[src/rtl/pwr_save_pkg.sv]
package pwr_save_pkg;
  localparam int unsigned DATA_W = 8;
  localparam int unsigned N_PAIRS = 2;
  localparam int unsigned PAIR_PD = 0;
  localparam int unsigned PAIR_IDL = 1;

  localparam int unsigned B_IDL_ARM = 0;
  localparam int unsigned B_PD_ARM = 1;
  localparam int unsigned B_GF0 = 2;
  localparam int unsigned B_GF1 = 3;
  localparam int unsigned B_IDL_GO = 5;
  localparam int unsigned B_PD_GO = 6;
  localparam int unsigned B_BAUD = 7;

  function automatic int unsigned first_pos(int unsigned pair);
    return (pair == PAIR_PD) ? B_PD_ARM : B_IDL_ARM;
  endfunction

  function automatic int unsigned second_pos(int unsigned pair);
    return (pair == PAIR_PD) ? B_PD_GO : B_IDL_GO;
  endfunction

  function automatic logic arm_next(logic first_b, logic second_b, logic en);
    return en & first_b & ~second_b;
  endfunction

  function automatic logic enter_now(logic armed, logic second_b, logic en);
    return en & armed & second_b;
  endfunction

  function automatic logic [DATA_W-1:0] pack_rb(logic baud, logic [1:0] gf,
                                                logic pd_arm, logic idl_arm);
    logic [DATA_W-1:0] v;
    v = '0;
    v[B_BAUD] = baud;
    v[B_GF1] = gf[1];
    v[B_GF0] = gf[0];
    v[B_PD_ARM] = pd_arm;
    v[B_IDL_ARM] = idl_arm;
    return v;
  endfunction
endpackage

[src/rtl/pwr_arm_stage.sv]
module pwr_arm_stage
  import pwr_save_pkg::*;
(
  input  logic clk,
  input  logic rst_n,
  input  logic wr_any,
  input  logic wr_hit,
  input  logic first_b,
  input  logic second_b,
  input  logic save_en,
  output logic armed,
  output logic enter
);
  logic armed_q;

  always_ff @(posedge clk or negedge rst_n) begin
    if (!rst_n) armed_q <= 1'b0;
    else if (!save_en) armed_q <= 1'b0;
    else if (wr_any) armed_q <= wr_hit ? arm_next(first_b, second_b, save_en) : 1'b0;
  end

  assign armed = armed_q;
  assign enter = wr_hit & enter_now(armed_q, second_b, save_en);

  AST_ARM_NEEDS_EN: assert property (@(posedge clk) disable iff (!rst_n)
    !save_en |=> !armed_q);
  AST_ARM_ONE_SHOT: assert property (@(posedge clk) disable iff (!rst_n)
    (wr_any && !wr_hit) |=> !armed_q);
endmodule

[src/rtl/pwr_mode_state.sv]
module pwr_mode_state (
  input  logic clk,
  input  logic rst_n,
  input  logic enter_pd,
  input  logic enter_idl,
  input  logic irq_req,
  output logic idle_q,
  output logic pd_q
);
  logic idle_r, pd_r;

  always_ff @(posedge clk or negedge rst_n) begin
    if (!rst_n) begin
      idle_r <= 1'b0;
      pd_r   <= 1'b0;
    end else begin
      if (enter_pd) pd_r <= 1'b1;
      if (enter_pd) idle_r <= 1'b0;
      else if (enter_idl) idle_r <= 1'b1;
      else if (irq_req) idle_r <= 1'b0;
    end
  end

  assign idle_q = idle_r;
  assign pd_q   = pd_r;

  AST_PD_STICKY: assert property (@(posedge clk) disable iff (!rst_n)
    pd_r |=> pd_r);
  AST_MODES_EXCL: assert property (@(posedge clk) disable iff (!rst_n)
    !(pd_r && idle_r));
endmodule

[src/rtl/pwr_flag_reg.sv]
module pwr_flag_reg (
  input  logic       clk,
  input  logic       rst_n,
  input  logic       wr_hit,
  input  logic       baud_in,
  input  logic [1:0] gf_in,
  output logic       baud_q,
  output logic [1:0] gf_q
);
  always_ff @(posedge clk or negedge rst_n) begin
    if (!rst_n) begin
      baud_q <= 1'b0;
      gf_q   <= 2'b00;
    end else if (wr_hit) begin
      baud_q <= baud_in;
      gf_q   <= gf_in;
    end
  end
endmodule

[src/rtl/pwr_save_ctrl.sv]
module pwr_save_ctrl
  import pwr_save_pkg::*;
#(
  parameter logic [7:0] REG_ADDR = 8'h87
) (
  input  logic       clk,
  input  logic       rst_n,
  input  logic [7:0] sfr_addr,
  input  logic       sfr_wr,
  input  logic [7:0] sfr_wdata,
  output logic [7:0] sfr_rdata,
  input  logic       save_en,
  input  logic       irq_req,
  output logic       idle_active,
  output logic       pdown_active,
  output logic       cpu_clk_stop,
  output logic       osc_stop,
  output logic       baud_dbl,
  output logic [1:0] gflag
);
  logic in_mode, wr_ok, wr_hit, addr_match;
  logic [N_PAIRS-1:0] armed, enter;
  logic idle_q, pd_q, baud_q;
  logic [1:0] gf_q;
  logic unused_bit4;

  assign unused_bit4 = sfr_wdata[4];
  assign in_mode    = idle_q | pd_q;
  assign addr_match = (sfr_addr == REG_ADDR);
  assign wr_ok      = sfr_wr & ~in_mode;
  assign wr_hit     = wr_ok & addr_match;

  for (genvar g = 0; g < N_PAIRS; g++) begin : g_pair
    pwr_arm_stage u_arm (
      .clk      (clk),
      .rst_n    (rst_n),
      .wr_any   (wr_ok),
      .wr_hit   (wr_hit),
      .first_b  (sfr_wdata[first_pos(g)]),
      .second_b (sfr_wdata[second_pos(g)]),
      .save_en  (save_en),
      .armed    (armed[g]),
      .enter    (enter[g])
    );
  end

  pwr_mode_state u_mode (
    .clk       (clk),
    .rst_n     (rst_n),
    .enter_pd  (enter[PAIR_PD]),
    .enter_idl (enter[PAIR_IDL]),
    .irq_req   (irq_req),
    .idle_q    (idle_q),
    .pd_q      (pd_q)
  );

  pwr_flag_reg u_flags (
    .clk     (clk),
    .rst_n   (rst_n),
    .wr_hit  (wr_hit),
    .baud_in (sfr_wdata[B_BAUD]),
    .gf_in   ({sfr_wdata[B_GF1], sfr_wdata[B_GF0]}),
    .baud_q  (baud_q),
    .gf_q    (gf_q)
  );

  assign sfr_rdata    = addr_match ? pack_rb(baud_q, gf_q, armed[PAIR_PD], armed[PAIR_IDL]) : '0;
  assign idle_active  = idle_q;
  assign pdown_active = pd_q;
  assign cpu_clk_stop = idle_q | pd_q;
  assign osc_stop     = pd_q;
  assign baud_dbl     = baud_q;
  assign gflag        = gf_q;

  AST_PD_RISE_ARMED: assert property (@(posedge clk) disable iff (!rst_n)
    $rose(pdown_active) |-> $past(armed[PAIR_PD] && sfr_wr && save_en));
  AST_IDLE_RISE_ARMED: assert property (@(posedge clk) disable iff (!rst_n)
    $rose(idle_active) |-> $past(armed[PAIR_IDL] && sfr_wr && save_en));
  AST_IDLE_IRQ_EXIT: assert property (@(posedge clk) disable iff (!rst_n)
    (idle_active && irq_req) |=> !idle_active);
  AST_FROZEN_IN_MODE: assert property (@(posedge clk) disable iff (!rst_n)
    cpu_clk_stop |=> ($stable(gflag) && $stable(baud_dbl)));
endmodule

[config.mk]
export PLATFORM = sky130hd
export DESIGN_NAME = pwr_save_ctrl
export DESIGN_NICKNAME = d
export VERILOG_FILES = /design/src/rtl/pwr_save_pkg.sv /design/src/rtl/pwr_arm_stage.sv /design/src/rtl/pwr_mode_state.sv /design/src/rtl/pwr_flag_reg.sv /design/src/rtl/pwr_save_ctrl.sv
export SDC_FILE = /design/constraint.sdc
export NUM_CORES = 1
export LEC_CHECK = 0
export CORE_MARGIN = 1
export CORE_UTILIZATION = 30
export CTS_CLUSTER_SIZE = 25
export DETAILED_ROUTE_END_ITERATION = 16
export GPL_TIMING_DRIVEN = 1
export PLACE_DENSITY = 0.81
export SLEW_MARGIN = 30
export SYNTH_ARGS = -nofsm -noshare
export SYNTH_HDL_FRONTEND = slang
export SYNTH_SLANG_ARGS = --single-unit
[constraint.sdc]
create_clock -name clk -period 2.8 [get_ports clk]
set_input_delay 0.56 -clock clk [delete_from_list [all_inputs] [get_ports clk]]
set_output_delay 0.56 -clock clk [all_outputs]
set_load 0.02 [all_outputs]
-- Word-level counts from Yosys, hierarchy flattened
Index checks and enable logic that the tools add are counted.
- output and inout bits: 15
- flip-flop bits (word level): 7
- word-level logic and storage cells: 35
- muxes and demuxes: 10
- reduce and logical (&&, ||, !) cells: 1
- bitwise operators: 16
- eq/ne operators: 2
- operators by type and width (cell ; count):
    1-bit bitwise AND ; 12
    1-bit two-way mux ; 9
    8-bit equality test (second input constant) ; 1
    8-bit two-way mux ; 1
    1-bit inverter ; 3
    3-bit nonzero test ; 1
    2-bit by 1-bit inequality test with 1-bit output (second input constant) ; 1
    1-bit bitwise OR ; 1

-- Logic depth before layout (Yosys ltp)
Gate-level depths: netlist of the first run.
- depth in word-level cells: 7
- gate-level depth with buffers: 4
- gate-level depth less buffers: 3

-- Cells and area by module
Synthesis of the first run repeated with hierarchy kept, for this count alone.
- cells, all modules: 42
- area, all modules: 462.9 um^2
- modules (own cells, without submodules) (module ; times used ; area each (um^2) ; seq. area each (um^2) ; cells each):
    pwr_save_ctrl ; 1 ; 163.9 ; 0.0 ; 20
    pwr_arm_stage ; 2 ; 57.6 ; 25.0 ; 5
    pwr_flag_reg ; 1 ; 108.9 ; 75.1 ; 6
    pwr_mode_state ; 1 ; 75.1 ; 50.0 ; 6

-- Least setup slack after synthesis of the first run
OpenSTA, ideal clock, no wires.
- kind: input to output
- start: in sfr_addr[3]
- end: out sfr_rdata[0]
- stages: 3
- buffers on the path: 1
- setup slack: 0.969 ns
- arrival: 1.271 ns
- path through: and4b_1 -> clkbuf_1 -> and3_2
- cells in the longest elaborated chain, start to end: 2
- ends and longest elaborated chain (element ; RTL line ; source):
    start, declared ; pwr_save_ctrl.sv:8 ; input logic [7:0] sfr_addr,
    8-bit equality test ; pwr_save_ctrl.sv:29 ; assign addr_match = (sfr_addr == REG_ADDR);
    8-bit two-way mux ; pwr_save_ctrl.sv:67 ; assign sfr_rdata = addr_match ? pack_rb(baud_q, gf_q, armed[PAIR_PD], armed[PAIR_IDL]) : '0;
    end, declared ; pwr_save_ctrl.sv:11 ; output logic [7:0] sfr_rdata,
No other way between the ends.

-- Worst setup path after layout of the first run
- start: in sfr_addr[6]
- end: out sfr_rdata[0]
Same word-level chain as after synthesis.

==> flow_summary.json, run 1 <==
{
  "die_w_um": 40.2,
  "via_per_inst": 4.91,
  "yosys-top-cells-count": "dfrtp_1, and3_2, buf_4",
  "grt_pass1_vias": 444,
  "rrSetupSlack_ns": 1.27,
  "seqCellArea_sq_um": 175,
  "cts_sinks": 7,
  "crit_fanout": 5,
  "slew_viol_final": 0,
  "cap_violations": 0,
  "core_sq_um": 1330,
  "grt_pass1_wl_mm": 1.75,
  "worst_setup_path_start_kind": "primary input",
  "finalSetupViolations": 0,
  "synth_compound_area_frac": 0.0714,
  "dr.pass1.iters": 2,
  "gr-total-overflow": 0,
  "nFillCells": 125,
  "worstRegToRegCells": 3,
  "synth_most_common_cell": "dfrtp_1",
  "placed_area_sq_um": 756,
  "syn_inst": 41,
  "cts_root_buf": "clkbuf_4",
  "r2r_start": "u_mode.pd_q",
  "vias": 447,
  "clk_path_buf_depth": 2,
  "synth_xor_xnor_area_share": 0,
  "pre_cts_ws_ns": -0.0162,
  "r2r_end": "u_flags.baud_q",
  "path_class": "primary input to output port",
  "finClkSkew_ns": 0.00306,
  "synth-main-ff-cell": "dfrtp_1",
  "hold_viol": 0,
  "crit_path_end_kind": "output port",
  "grt_use_total": 0.168,
  "cts_tree": "done",
  "synth_fa_ha_area_frac": 0,
  "die_h_um": 40.2,
  "avgSynthCellArea_sq_um": 10.7,
  "setup_ws_ns": 0.181,
  "ir_worst_vdd_mv": 0.233,
  "min_path_type": "flip-flop to flip-flop",
  "rsz0062_at_grt": "no",
  "yosys.area_share.simple": 0.366,
  "clk_pin_slew_ns": 0.05,
  "drt-total-wl_mm": 1.15,
  "hold_depth": 1,
  "final.min_clock_period_ns": 2.62,
  "crit_arrival_ns": 2.06,
  "powerDensity_nw_per_um2": 314,
  "cp.required_ns": 2.24,
  "synthArstFlopShare": 1.00,
  "insertion_delay_ns": 0.25,
  "initial_core_util": 0.328,
  "antenna_found_initial": 0,
  "cts_hold_buf": 0,
  "wire_per_inst_um": 12.6,
  "drtAntennaViolNets": 0,
  "hold_end": "u_flags.gf_q[1]",
  "multi_input_area_sq_um": 236,
  "synth_cell_type_count": 21,
  "status": "finished, final reports clean",
  "holdWs_ns": 0.525,
  "area_growth_pct": 81.4,
  "drive_gt1_frac": 0.237,
  "synth_largest_area_cell": "dfrtp_1",
  "ys_seq_elements": 7,
  "grt_max_degree": 8,
  "max_freq_mhz": 382,
  "synth_top_area_frac": 0.400,
  "diodes": 0,
  "leakage_nw": 0.412,
  "core.rowCount": 13,
  "netlist_area_sq_um": 438,
  "drc": 0,
  "ys_warn_count": 0,
  "gp_congestion": 0.806,
  "synth.area.top_cells": "dfrtp_1, and3_2, mux2_2",
  "stdcell_area_sq_um": 795,
  "drtIter0Drc": 3,
  "pin_count": 36,
  "synth_edf_count": 0,
  "synth_mux_area_frac": 0.0771,
  "io_buffers": 31,
  "yosysSeqAreaShare": 0.400,
  "hp-start": "u_flags.gf_q[1]",
  "nNetsFinal": 98,
  "period_share": 0.935,
  "cts_buffers": 3,
  "fp.dieArea_sq_um": 1620,
  "synth_top_family_by_area": "simple AND/OR/NAND/NOR gates",
  "htree_levels": 1
}
-- layer usage --
| metal | up-vias | track usage | wire length (um) |
|---|---|---|---|
| li1 | 215 | - | - |
| met1 | 215 | 0.171 | 473 |
| met2 | 15 | 0.323 | 628 |
| met3 | 2 | 0.0167 | 43 |
| met4 | 0 | 0.100 | 5 |
| met5 | - | 0 | 0 |
-- layout make-up --
cell class / count / share of cell area
Sequential cell: 7 / 0.220
Timing Repair Buffer: 34 / 0.425
Multi-Input combinational cell: 31 / 0.298
Clock buffer: 4 / 0.0331
Tap cell: 15 / 0.0236
-- report_power, final --
part | internal (mW) | switching (mW)
clock network | 0.0545 | 0.0384
registers | 0.103 | 0.00143
logic | 0.0332 | 0.0186
-- stage by stage --
step	setup TNS [ns]	power, mW	std cells	utilization
final	0	0.249	91	0.596
after global routing	0	0.262	91	0.596
after CTS	0	0.253	91	0.590
after detailed placement	-0.0278	0.158	86	0.567
after global placement	-0.0411	0.156	86	0.567
after floorplan	0	0.124	43	-
-- cells in the final DEF (no fill, tap or decap), types with 2 or more instances in the layout --
cell type	n
clkbuf_4	3
nand2_1	2
dfrtp_1	7
nor2b_1	2
dlymetal6s2s_1	3
conb_1	3
and3_2	5
buf_4	3
mux2_2	3
a21boi_0	2
dlygate4sd2_1	2
nand4_1	3
clkdlybuf4s50_1	26
-- worst max-delay path by stage --
| stage | from | to | slack (ns) | depth (start not counted) |
|---|---|---|---|---|
| floorplan | sfr_addr[3] | sfr_rdata[0] | 0.97 | 3 |
| global placement | sfr_addr[5] | sfr_rdata[0] | -0.02 | 4 |
| detailed placement | sfr_addr[5] | sfr_rdata[1] | -0.02 | 4 |
| CTS | sfr_addr[5] | sfr_rdata[7] | 0.003 | 4 |
| global route | sfr_addr[6] | sfr_rdata[0] | 0.09 | 5 |
| finish | sfr_addr[6] | sfr_rdata[0] | 0.18 | 5 |
-- cells by family (layout without fill, tap and decap cells) --
logic type	after synthesis	after routing
AO/OA/AOI/OAI	4	4
AND/OR/NAND/NOR	21	21
multiplexers	3	3
buffers and inverters	5	38
flip-flops	7	7
other	1	3
-- flip-flops by register name, summed over array words and instances, names as in the netlist --
register	flops
u_mode.idle_q	1
u_flags.baud_q	1
u_mode.pd_q	1
g_pair.u_arm.armed	2
u_flags.gf_q	2
-- worst max-delay path, stage by stage --
cell,delay (ns)
clkdlybuf4s50_1,0.44
nor4b_4,0.39
buf_4,0.17
and3_2,0.16
dlygate4sd2_1,0.33
-- repair_timing --
| item | 4_1_cts | 5_1_grt |
|---|---|---|
| endpoints found under the hold margin | 0 | 0 |
| endpoints found under the setup margin | 4 | 3 |
| gates cloned | 0 | 0 |
| gates resized for setup | 2 | 3 |
| buffers inserted | 1 | 0 |
| pin swaps | 0 | 1 |
Power figures use the tool's default switching activity.
==> run 2: changes to the inputs <==
Settings changed: CORE_UTILIZATION 30 to 33, PLACE_DENSITY 0.81 to 0.88, SKIP_CTS_REPAIR_TIMING from default to 1.
==> run 2 against run 1 <==
Non-clock buffer count rose by 1. Total power fell by 2.4%. Clock skew rose by 0.00064 ns. Via count rose by 0.45%. Combinational power barely moved. Clock-buffer cell count did not move. Final area rose by 1.7%. First-iteration DRC count rose to 2.7 times the previous value. Register-to-register slack barely moved. Critical endpoint unchanged. Largest power group unchanged.
==> flow_summary.json, run 2 (synthesized netlist as in run 1, its figures left out) <==
{
  "status": "finished, final reports clean",
  "grt_pass1_wl_mm": 1.60,
  "grt_use_total": 0.166,
  "antenna_found_initial": 0,
  "crit_arrival_ns": 1.84,
  "path_delay_family": "buffers and inverters",
  "area_growth_pct": 84.6,
  "crit_path_end_kind": "output port",
  "path_class": "primary input to output port",
  "finClkSkew_ns": 0.00371,
  "critPathBufInv": 3,
  "powerDensity_nw_per_um2": 301,
  "core_sq_um": 1170,
  "drc": 0,
  "cts_buffers": 3,
  "pin_count": 36,
  "drtIter0Drc": 8,
  "drt-total-wl_mm": 1.05,
  "worst_path_largest_cell_delay_ns": 0.44,
  "critPathSlowestCell": "clkdlybuf4s50_1",
  "dp_hpwl_um": 882,
  "via_per_inst": 4.93,
  "clk_pin_slew_ns": 0.05,
  "critical_path.cell_chain": "clkdlybuf4s50_1 > nor4b_4 > buf_4 > and3_2 > dlymetal6s2s_1",
  "ir_worst_vdd_mv": 0.223,
  "wire_per_inst_um": 11.6,
  "drive_gt1_frac": 0.247,
  "placed_area_sq_um": 762,
  "cts_tree": "done",
  "cts_root_buf": "clkbuf_4",
  "die_w_um": 38.4,
  "cp.required_ns": 2.24,
  "crit_fanout": 8,
  "gp_congestion": 0.743,
  "nFillCells": 97,
  "cap_violations": 0,
  "diodes": 0,
  "nNetsFinal": 99,
  "stdcell_area_sq_um": 808,
  "finalSetupViolations": 0,
  "clk_path_buf_depth": 2,
  "htree_levels": 1,
  "period_share": 0.855,
  "worst_setup_path_start_kind": "primary input",
  "leakage_nw": 0.445,
  "cts_sinks": 7,
  "rsz0062_at_grt": "no",
  "fp.dieArea_sq_um": 1480,
  "min_path_type": "flip-flop to flip-flop",
  "core.rowCount": 12,
  "vias": 449,
  "die_h_um": 38.4,
  "gr-total-overflow": 0,
  "hold_viol": 0,
  "dr.pass1.iters": 4,
  "slew_viol_final": 0,
  "final_util": 0.690,
  "drtAntennaViolNets": 0,
  "final.min_clock_period_ns": 2.40,
  "io_buffers": 31,
  "initial_core_util": 0.374,
  "final_common_cell": "clkdlybuf4s50_1",
  "max_freq_mhz": 417,
  "insertion_delay_ns": 0.24,
  "layout_common_cells": "clkdlybuf4s50_1, dfrtp_1, and3_2, dlymetal6s2s_1, buf_4",
  "grt_pass1_vias": 369,
  "grt_max_degree": 9
}
run 2: cell types whose count changed in the layout (fill, tap and decap cells not counted):
cell,previous run,this run
dlygate4sd2_1,2,0
dlymetal6s2s_1,3,5
buf_4,3,4
run 2: stage by stage:
stage                     worst slack [ns]  power (mW)  TNS, ns  hold WS [ns]  instances
after detailed placement           -0.0631       0.158   -0.298         0.519         86
after CTS                          -0.0607       0.248   -0.286         0.529         90
after global placement             -0.0352       0.157   -0.167         0.515         86
after global routing                 0.345       0.257        0         0.548         91
after floorplan                      0.969       0.124        0         0.264         43
final                                0.405       0.243        0         0.529         91
run 2: power breakdown:
group	switching [mW]	internal (mW)	total, mW
sequential	0.00139	0.103	0.105
combinational	0.0183	0.0337	0.0520
clock	0.0325	0.0541	0.0865
run 2: layout make-up:
type                            count  area [sq um]  area share
Timing Repair Buffer               35           353       0.437
Multi-Input combinational cell     31           236       0.293
Sequential cell                     7           175       0.217
Clock buffer                        4          26.3      0.0325
Tap cell                           14          17.5      0.0217
run 2: final timing paths:
kind | startpoint | end | slack (ns) | depth (start not counted)
max | sfr_addr[6] | sfr_rdata[0] | 0.40 | 5
min | u_flags.gf_q[0] | u_flags.gf_q[0] | 0.53 | 1
max reg2reg | u_mode.pd_q | u_flags.baud_q | 1.28 | 3
min reg2reg | u_flags.gf_q[0] | u_flags.gf_q[0] | 0.53 | 1
max in group asynchronous | rst_n | u_flags.baud_q | 2.01 | 1
min in group asynchronous | rst_n | u_mode.pd_q | 0.56 | 1
run 2: layer usage:
| layer | global-route usage | vias to the layer above | part of all wire |
|---|---|---|---|
| met5 | 0 | - | 0 |
| met1 | 0.201 | 210 | 0.39 |
| met3 | 0.0349 | 2 | 0.084 |
| met4 | 0.129 | 0 | 0.0095 |
| met2 | 0.254 | 21 | 0.51 |
| li1 | - | 216 | - |
